## src/rtl/alu_seq_pkg.sv

```systemverilog
package alu_seq_pkg;
  typedef enum logic [2:0] {
    FN_AND  = 3'd0,
    FN_OR   = 3'd1,
    FN_NAND = 3'd2,
    FN_NOR  = 3'd3,
    FN_XOR  = 3'd4,
    FN_XNOR = 3'd5,
    FN_ADD  = 3'd6,
    FN_SUB  = 3'd7
  } alu_fn_e;

  // evaluate-phase state of one bit: two sums to compare, output inversion, carry
  typedef struct packed {
    logic [1:0] sum_p;
    logic [1:0] sum_n;
    logic       inv;
    logic       cout;
  } slice_st_t;
endpackage

```

## src/rtl/alu_seq_slice.sv

```systemverilog
module alu_seq_slice
  import alu_seq_pkg::*;
(
  input  logic      a_i,
  input  logic      b_i,
  input  logic      cin_i,
  input  alu_fn_e   fn_i,
  output slice_st_t st_o
);
  logic arith, c, maj, borrow;

  assign arith  = (fn_i == FN_ADD) || (fn_i == FN_SUB);
  assign c      = arith & cin_i;
  assign maj    = (a_i & b_i) | (a_i & c) | (b_i & c);
  assign borrow = (~a_i & b_i) | (~a_i & c) | (b_i & c);

  always_comb begin
    st_o.sum_p = {1'b0, a_i} + {1'b0, b_i} + {1'b0, c};
    st_o.inv   = (fn_i == FN_AND) || (fn_i == FN_NOR) || (fn_i == FN_XNOR);
    st_o.cout  = 1'b0;
    unique case (fn_i)
      FN_AND, FN_NAND: st_o.sum_n = 2'd2;
      FN_OR,  FN_NOR:  st_o.sum_n = 2'd0;
      default:         st_o.sum_n = {maj, 1'b0};  // parity via sum minus twice majority
    endcase
    if (fn_i == FN_ADD) st_o.cout = maj;
    if (fn_i == FN_SUB) st_o.cout = borrow;
  end
endmodule

```

## src/rtl/alu_seq_cmp.sv

```systemverilog
module alu_seq_cmp
  import alu_seq_pkg::*;
(
  input  slice_st_t st_i,
  output logic      bit_o
);
  // equal sums resolve to 0 before inversion
  assign bit_o = (st_i.sum_p != st_i.sum_n) ^ st_i.inv;
endmodule

```

## src/rtl/alu_seq_ctrl.sv

```systemverilog
module alu_seq_ctrl #(
  parameter int unsigned WIDTH  = 8,
  parameter int unsigned STEP_W = 5,
  parameter int unsigned HALF_W = 4
) (
  input  logic              clk_i,
  input  logic              rst_ni,
  input  logic              start_i,
  output logic              busy_o,
  output logic              done_o,
  output logic              eval_en_o,
  output logic              xfer_en_o,
  output logic              out_en_o,
  output logic [HALF_W-1:0] half_o
);
  localparam logic [STEP_W-1:0] LAST = STEP_W'(2 * WIDTH);

  logic [STEP_W-1:0] step_q;

  always_ff @(posedge clk_i or negedge rst_ni) begin
    if (!rst_ni) begin
      step_q <= '0;
      busy_o <= 1'b0;
      done_o <= 1'b0;
    end else begin
      done_o <= 1'b0;
      if (start_i && !busy_o) begin
        step_q <= '0;
        busy_o <= 1'b1;
      end else if (busy_o) begin
        if (step_q == LAST) begin
          busy_o <= 1'b0;
          done_o <= 1'b1;
        end else begin
          step_q <= step_q + 1'b1;
        end
      end
    end
  end

  assign half_o    = step_q[STEP_W-1:1];
  assign eval_en_o = busy_o && !step_q[0] && (step_q != LAST);
  assign xfer_en_o = busy_o && step_q[0];
  assign out_en_o  = busy_o && !step_q[0] && (step_q != '0);

  AST_STEP_RANGE: assert property (@(posedge clk_i) disable iff (!rst_ni)
    busy_o |-> step_q <= LAST);
  AST_DONE_SINGLE: assert property (@(posedge clk_i) disable iff (!rst_ni)
    done_o |=> !done_o);
  AST_DONE_AFTER_LAST: assert property (@(posedge clk_i) disable iff (!rst_ni)
    done_o |-> $past(busy_o) && ($past(step_q) == LAST));
endmodule

```

## src/rtl/alu_seq_top.sv

```systemverilog
module alu_seq_top
  import alu_seq_pkg::*;
#(
  parameter int unsigned WIDTH = 8
) (
  input  logic             clk_i,
  input  logic             rst_ni,
  input  logic             start_i,
  input  logic [WIDTH-1:0] op_a_i,
  input  logic [WIDTH-1:0] op_b_i,
  input  logic [2:0]       func_i,
  output logic [WIDTH-1:0] result_o,
  output logic             carry_o,
  output logic             done_o
);
  localparam int unsigned STEP_W = $clog2(2 * WIDTH + 2);
  localparam int unsigned HALF_W = STEP_W - 1;

  logic              busy, eval_en, xfer_en, out_en, start_acc;
  logic [HALF_W-1:0] half;
  logic [WIDTH-1:0]  a_q, b_q, eval_sel, out_sel;
  alu_fn_e           fn_q;
  slice_st_t         eval_st, l_st, t_st;
  logic              a_bit, b_bit, cin, out_bit;

  alu_seq_ctrl #(.WIDTH(WIDTH), .STEP_W(STEP_W), .HALF_W(HALF_W)) u_ctrl (
    .clk_i     (clk_i),
    .rst_ni    (rst_ni),
    .start_i   (start_i),
    .busy_o    (busy),
    .done_o    (done_o),
    .eval_en_o (eval_en),
    .xfer_en_o (xfer_en),
    .out_en_o  (out_en),
    .half_o    (half)
  );

  for (genvar i = 0; i < WIDTH; i++) begin : g_sel
    assign eval_sel[i] = eval_en && (half == HALF_W'(i));
    assign out_sel[i]  = out_en && (half == HALF_W'(i + 1));
  end

  assign start_acc = start_i && !busy;
  assign a_bit     = |(a_q & eval_sel);
  assign b_bit     = |(b_q & eval_sel);
  assign cin       = eval_sel[0] ? 1'b0 : t_st.cout;

  alu_seq_slice u_slice (
    .a_i   (a_bit),
    .b_i   (b_bit),
    .cin_i (cin),
    .fn_i  (fn_q),
    .st_o  (eval_st)
  );

  alu_seq_cmp u_cmp (
    .st_i  (t_st),
    .bit_o (out_bit)
  );

  always_ff @(posedge clk_i or negedge rst_ni) begin
    if (!rst_ni) begin
      a_q      <= '0;
      b_q      <= '0;
      fn_q     <= FN_AND;
      l_st     <= '0;
      t_st     <= '0;
      result_o <= '0;
      carry_o  <= 1'b0;
    end else if (start_acc) begin
      a_q      <= op_a_i;
      b_q      <= op_b_i;
      fn_q     <= alu_fn_e'(func_i);
      result_o <= '0;
      carry_o  <= 1'b0;
    end else begin
      if (eval_en) l_st <= eval_st;
      if (xfer_en) t_st <= l_st;
      if (out_en) begin
        result_o <= result_o | (out_sel & {WIDTH{out_bit}});
        if (out_sel[WIDTH-1]) carry_o <= t_st.cout;
      end
    end
  end

  AST_OPND_HOLD: assert property (@(posedge clk_i) disable iff (!rst_ni)
    (busy && $past(busy)) |-> ($stable(a_q) && $stable(b_q) && $stable(fn_q)));
  AST_LOGIC_NO_CARRY: assert property (@(posedge clk_i) disable iff (!rst_ni)
    (done_o && (fn_q != FN_ADD) && (fn_q != FN_SUB)) |-> !carry_o);
  AST_RESULT_HELD: assert property (@(posedge clk_i) disable iff (!rst_ni)
    $past(!busy && !start_i) |-> ($stable(result_o) && $stable(carry_o)));
  AST_ONE_BIT_PER_STEP: assert property (@(posedge clk_i) disable iff (!rst_ni)
    $onehot0(out_sel) && $onehot0(eval_sel));
endmodule

```

## config.mk

```make
export PLATFORM = sky130hd
export DESIGN_NAME = alu_seq_top
export DESIGN_NICKNAME = d
export VERILOG_FILES = /design/src/rtl/alu_seq_pkg.sv /design/src/rtl/alu_seq_slice.sv /design/src/rtl/alu_seq_cmp.sv /design/src/rtl/alu_seq_ctrl.sv /design/src/rtl/alu_seq_top.sv
export SDC_FILE = /design/constraint.sdc
export NUM_CORES = 1
export LEC_CHECK = 0
export BUFFER_PORTS_ARGS = -buffer_cell sky130_fd_sc_hd__buf_2
export CORE_MARGIN = 5
export CORE_UTILIZATION = 40
export DETAILED_ROUTE_END_ITERATION = 6
export PLACE_DENSITY = 0.67
export SLEW_MARGIN = 20
export SYNTH_ARGS = -nofsm -noshare
export SYNTH_HDL_FRONTEND = slang
export SYNTH_SLANG_ARGS = --single-unit
export TNS_END_PERCENT = 100
```

## constraint.sdc

```tcl
create_clock -name clk_i -period 6.3 [get_ports clk_i]
set_clock_uncertainty 0.2 [all_clocks]
set_input_delay 1.26 -clock clk_i [delete_from_list [all_inputs] [get_ports clk_i]]
set_output_delay 1.26 -clock clk_i [all_outputs]
set_load 0.01 [all_outputs]
```

==> results by group, run 1 <==
Worst setup path
  • Critical path type: register to register
  • CP max stage delay: 550 ps
  • Worst path required time: 6320 ps
  • CP Max Fanout: 10
  • Critical Path AT: about 2700 ps
  • Slowest-stage cell, CP: dfrtp_1
  • Crit. End Element: register
  • Critical Path Source Type: register
  • Critical path cell sequence: nand2b_1, nor3_1, a22oi_1, fa_1, mux2_2, o21ai_0

Yosys
  • Yosys Warn Count: 0
  • Mapped Cells: roughly 210
  • Syn avg cell area: 10.0 sq um
  • FFs w/ async S/R, synth: 100%
  • Yosys top cell area share: 54.4%
  • Post-synth EDFFs: 0
  • Synth Flop Type: dfrtp_1
  • Distinct cells, synth: 33
  • Mapped cell area: 0.00207 sq mm
  • Synth area leaders: dfrtp_1 54%, nand2_1 13%, mux2_2 4.4%
  • Syn Nets: 232
  • Synth area leader: dfrtp_1
  • Sequential share of the synthesized area: 54.4%
  • Seq cells post-synth: 45

Clocking
  • Hold Buf Count CTS: 0
  • CTS Buf Count: 5
  • Clock transition at path regs: 80 ps
  • Clk root buf: clkbuf_8
  • Clk Latency, worst-skew pair: 300 ps
  • Bufs on Longest Clock Path: 2
  • Postcts setup bufs: 0
  • Post_cts resized: 0
  • TritonCTS clock tree: done
  • CTS sink cnt: 45
  • H-tree Lvls: 2

Final layout
  • Layout cells sized above 1: 21.7%
  • Fill count: 517
  • Post-layout net count: 260
  • Most frequent cells in the layout: 71 x nand2_1, 45 x dfrtp_1, 30 x buf_2
  • N_diodes: 0
  • Area growth from synthesis to layout: 14.3%
  • Post-layout util: a little under half
  • Commonest non-fill, non-tap cell in the layout: nand2_1

GRT
  • Initial antenna violation count: 0
  • Total GRT Usage: between 10% and 20%
  • Grt ovf: 0
  • Largest net degree at the start of global routing: 46
  • First-pass GRT wire length: 6.62 mm
  • Vias in the first global route: approximately 1,400

Placed design
  • Final GP Congestion: 0.752
  • Port Buf Inserts: 31
  • Post-DP HPWL: 2.72 mm
  • Pre-CTS setup slack: around 3400 ps

Detailed routing
  • DRT Pass-1 Iters: 4
  • Via density: 4.81
  • Drt initial violations: 106
  • Post-DRT Antenna Nets: 0
  • Remaining DRCs: 0
  • WL/cell: 12.9 microns
  • WL final: 3.93 mm
  • Via count: ~1,500

Timing
  • # setup viols final: 0
  • Period utilisation layout: approximately 42%
  • Fin worst setup slack: about 3600 ps
  • Fin. Hold Viols: 0
  • Max frequency: 374 MHz
  • RSZ-0062 raised after global routing: no
  • Post-layout min period: 2670 ps
  • Hold WS: about 270 ps
  • Max-slew headroom: 37.7%
  • Final setup TNS: 0 ps
  • Max-slew violation count: 0
  • Worst slew pin tran: 932 ps

Min path
  • Hold Crit Class: register to register

Power
  • VDD IR max: 190 uV
  • Pleak: between 1 and 1.5 nW
  • Cell Pwr Density: 493 mW/mm^2

Run status
  • Status: complete, no violations

Floorplan
  • Die ar.: 0.00671 sq mm
  • Die Y: 81.9 microns
  • Core area: 0.00507 sq mm
  • Chip Width: 81.9 microns
  • I/O pin total: 32
  • Initial Util: 40.8%
  • Row Count: 26

Flow run
  • Maxcap violations: 0
==> critical path, delay by kind of cell (launching register included) <==
kind,cells,cell delay (ps)
and+or+nand+nor,2,680
DFF,1,550
AOI/OAI and AO/OA,2,400
adders and majority gates,1,490
muxes,1,280
==> cell type report <==
class                           count  area [sq um]  area share, %
Tap cell                           70          87.6           3.70
Sequential cell                    45          1130           47.6
Clock buffer                        7          96.3           4.07
Multi-Input combinational cell    147           875           37.0
Timing Repair Buffer               32           165           6.98
Clock inverter                      1          5.00          0.212
Inverter                            3          11.3          0.476
==> per-stage QoR <==
stage / power (mW) / instances / instance area (sq um)
after global routing: 1.27 / 305 / 2370
after floorplan: 0.878 / 206 / 2070
after CTS: 1.18 / 305 / 2360
after detailed placement: 0.980 / 297 / 2260
after global placement: 0.970 / 297 / 2260
final: 1.17 / 305 / 2370
==> flip-flops by register name, indices dropped and copies added, names as in the netlist <==
| signal | cells |
|---|---|
| a_q | 8 |
| b_q | 8 |
| result_o | 8 |
| l_st | 5 |
| t_st | 5 |
| u_ctrl.step_q | 5 |
| fn_q | 3 |
| carry_o | 1 |
| u_ctrl.busy_o | 1 |
| u_ctrl.done_o | 1 |
==> final timing paths <==
path,startpoint,endpoint,slack [ps],depth (start not counted)
min in group asynchronous,rst_ni,l_st[1]$_DFFE_PN0P_,750,1
min reg2reg,b_q[2]$_DFFE_PN0P_,b_q[2]$_DFFE_PN0P_,270,2
min,b_q[2]$_DFFE_PN0P_,b_q[2]$_DFFE_PN0P_,270,2
max,u_ctrl.busy_o$_DFF_PN0_,l_st[3]$_DFFE_PN0P_,3630,6
max reg2reg,u_ctrl.busy_o$_DFF_PN0_,l_st[3]$_DFFE_PN0P_,3630,6
max in group asynchronous,rst_ni,b_q[2]$_DFFE_PN0P_,4770,1
==> routing by layer <==
| layer | vias up | GRT usage, % | share of wire (%) |
|---|---|---|---|
| met5 | - | 0 | 0 |
| met4 | 0 | 6.64 | 2.1 |
| met3 | 6 | 3.95 | 5.8 |
| met2 | 33 | 19.4 | 42 |
| met1 | 677 | 18.0 | 50 |
| li1 | 750 | - | - |
==> power by group <==
group | total (mW) | switching (mW) | internal [mW] | leakage, nW
logic | 0.447 | 0.242 | 0.205 | 0.570
registers | 0.525 | 0.115 | 0.411 | 0.574
clock network | 0.193 | 0.0943 | 0.0991 | 0.0542
==> cell usage after synthesis, types with 2 or more instances <==
library cell	count
xor2_1	3
nor3_1	4
ha_1	2
buf_2	7
o21ai_0	8
inv_1	3
mux2i_1	4
clkbuf_1	3
dfrtp_1	45
nor2b_1	3
nand4_1	2
a32o_1	5
a21oi_1	3
nand3_1	5
mux4_2	2
mux2_2	8
nand2_1	71
fa_1	2
and2_1	3
or3_1	2
nor2_1	9
==> cells by family (layout without fill, tap and decap cells) <==
logic type,Yosys count,after routing,synth area share [%]
mux,14,14,8.46
buf+inv,14,43,3.32
simple gates,103,103,21.3
compound gates,23,23,8.04
xor+xnor,3,3,1.27
fa+ha+maj,4,4,3.14
flops,45,45,54.4
Power figures use the tool's default switching activity.
==> run 2, diff against run 1 <==
Settings changed: ABC_AREA set to 1, PLACE_DENSITY 0.67 to 0.68.
Clock period 6.3 ns to 2.4 ns, I/O delays scaled along.
==> results by group, run 2 <==
Timing
  • RSZ-0062 raised after global routing: no
  • Period utilisation layout: 92.3%
  • Max-slew headroom: between 60% and 70%
  • Worst slew pin tran: 569 ps
  • Post-layout min period: 2210 ps
  • Max frequency: 452 MHz
  • Fin worst setup slack: approximately 190 ps
  • Fin. Hold Viols: 0
  • Max-slew violation count: 0
  • # setup viols final: 0

Final layout
  • Layout cells sized above 1: 26.5%
  • Fill count: 540
  • Commonest non-fill, non-tap cell in the layout: nand2_1
  • Final Cell Area: 0.00272 sq mm
  • Most frequent cells in the layout: 83 x nand2_1, 42 x dfrtp_1, 33 x inv_1
  • Post-layout net count: 350
  • Area of the multi-input gates: 996 sq um
  • Post-layout util: 49.3%
  • Reg area: ~0.0011 sq mm
  • Top Registers: a_q: 8 flops, b_q: 8 flops, result_o: 8 flops
  • Area growth from synthesis to layout: 20.0%
  • N_diodes: 0

Worst setup path
  • RR Startpoint: u_ctrl.step_q[3]$_DFFE_PN0P_
  • Reg-to-Reg End: l_st[4]$_DFFE_PN0P_
  • R2r setup slk: 190 ps
  • Critical Path Start: u_ctrl.step_q[3]$_DFFE_PN0P_
  • Critical path cell sequence: nor2_4, nand3_2, buf_2, nand4_1, nand2_1, inv_1, nand2_1, nor2_4, fa_2, o21ai_1
  • Slowest-stage cell, CP: dfrtp_2
  • Worst path required time: 2430 ps
  • Critical Path AT: 2240 ps
  • Critical Path Source Type: register
  • Crit. End Element: register
  • Critical path type: register to register
  • Worst r2r path cells: 10
  • CP Max Fanout: 5
  • CP max stage delay: 470 ps

Clocking
  • TritonCTS clock tree: done
  • Clk root buf: clkbuf_8
  • Bufs on Longest Clock Path: 2
  • Clk Latency, worst-skew pair: 300 ps
  • CTS Buf Count: 5
  • Clock transition at path regs: 80 ps
  • Hold Buf Count CTS: 0
  • CTS sink cnt: 45
  • H-tree Lvls: 2

Yosys
  • FFs w/ async S/R, synth: 100%
  • Synth area leaders: dfrtp_1 50%, nand2_1 14%, inv_1 6.0%
  • Synth area leader: dfrtp_1
  • Distinct cells, synth: 29
  • Synth Flop Type: dfrtp_1
  • Count leader, synth: nand2_1
  • Mapped Cells: between 200 and 300
  • Seq cells post-synth: 45
  • Syn avg cell area: slightly above 8 sq um
  • Syn Nets: 306
  • Post-synth EDFFs: 0
  • Synth cell count leaders: 84 x nand2_1, 45 x dfrtp_1, 36 x inv_1
  • Sequential share of the synthesized area: 49.8%
  • Yosys Warn Count: 0
  • Mapped cell area: 0.00226 sq mm
  • Yosys top cell area share: between 40 and 50%

Floorplan
  • Die ar.: 0.00726 sq mm
  • I/O pin total: 32
  • Initial Util: 41.1%
  • Die Y: 85.2 microns
  • Chip Width: between 80 and 90 microns
  • Row Count: 27
  • Core area: 0.00551 sq mm

Placed design
  • Port Buf Inserts: 31
  • Final GP Congestion: 0.917
  • Placed inst area: 0.00253 sq mm
  • Post-DP HPWL: 3.59 mm
  • Pre-CTS setup slack: -7.28 ps

GRT
  • Initial antenna violation count: 0
  • Largest net degree at the start of global routing: 46
  • First-pass GRT wire length: 8.69 mm
  • Vias in the first global route: 1,875
  • Grt ovf: 0
  • Total GRT Usage: 14.7%

Detailed routing
  • Post-DRT Antenna Nets: 0
  • Remaining DRCs: 0
  • Via count: 1,882
  • WL final: 4.94 mm
  • Drt initial violations: 149
  • Via density: 4.75
  • DRT Pass-1 Iters: 4
  • WL/cell: 12.5 microns

Power
  • Clock share of power: 14.2%
  • Cell Pwr Density: 1220 mW/mm^2
  • Switching Fraction: a little over two fifths
  • Seq pwr share: between 30% and 40%
  • Logic pwr share: a little under half
  • Cell Int Power: ~1.9 mW
  • Pleak: between 1 and 1.5 nW
  • Sw power: between 1 and 1.5 mW
  • VDD IR max: 445 uV

Flow run
  • Maxcap violations: 0

Run status
  • Status: complete, no violations

Min path
  • Hold Crit Class: input pin to async pin
-- run 2: kinds of logic (layout without fill, tap and decap cells) --
logic type / after synthesis / after routing / share of synthesized area [%]
AND/OR/NAND/NOR: 144 / 145 / 28.8
buffers and inverters: 48 / 91 / 9.13
flip-flops: 45 / 45 / 49.8
AO/OA/AOI/OAI: 36 / 36 / 8.24
adder cells (fa/ha/maj): 4 / 4 / 2.88
XOR/XNOR: 3 / 3 / 1.16
-- run 2: critical path: cells and delay by family, from the launching register on --
kind / cells / cell delay [ps]
flip-flops: 1 / 470
buffers and inverters: 2 / 220
AND/OR/NAND/NOR: 6 / 650
AO/OA/AOI/OAI: 1 / 140
adder cells (fa/ha/maj): 1 / 460
-- run 2: layout make-up --
type                       count  area share [%]
multi-input combinational    188            36.7
timing repair buffer          43            9.54
tap                           72            3.32
clock buffer                   7            3.18
sequential                    45            41.6
inverter                      41            5.67
-- run 2: layer usage --
metal / wire length, microns / share of wire [%] / global-route usage [%]
met5: 0 / 0 / 0
met4: 61 / 1.2 / 4.03
met3: 248 / 5.0 / 3.79
met2: 2300 / 47 / 22.5
met1: 2330 / 47 / 20.7
-- run 2: power groups by stage --
stage	clock network (mW)	logic [mW]	registers, mW
2_1_floorplan	0	1.01	1.29
3_3_place_gp	0	1.39	1.30
3_5_place_dp	0	1.41	1.31
4_1_cts	0.486	1.43	1.29
5_1_grt	0.520	1.78	1.34
6_report	0.473	1.55	1.29
-- run 2: worst max path at each step --
stage | cells after the start | slack, ps | to
5_1_grt | 11 | 5 | l_st[3]$_DFFE_PN0P_
6_report | 10 | 190 | l_st[4]$_DFFE_PN0P_
2_1_floorplan | 12 | 130 | l_st[0]$_DFFE_PN0P_
4_1_cts | 12 | 20 | l_st[0]$_DFFE_PN0P_
3_5_place_dp | 10 | -7 | l_st[4]$_DFFE_PN0P_
3_3_place_gp | 10 | 40 | l_st[4]$_DFFE_PN0P_
-- run 2: through the flow --
step	cells	power [mW]	hold WS, ps	setup TNS [ps]
floorplan	280	2.30	-15.6	0
global placement	384	2.69	256	0
detailed placement	384	2.72	258	-7.28
CTS	391	3.20	82.1	0
global route	396	3.64	115	0
finish	396	3.32	58.7	0
-- run 2: what timing repair did --
item / CTS / global route
gates resized for setup: 1 / 23
pin swaps: 0 / 4
setup endpoints to repair: 1 / 4
gates cloned: 0 / 2
buffers inserted: 0 / 4
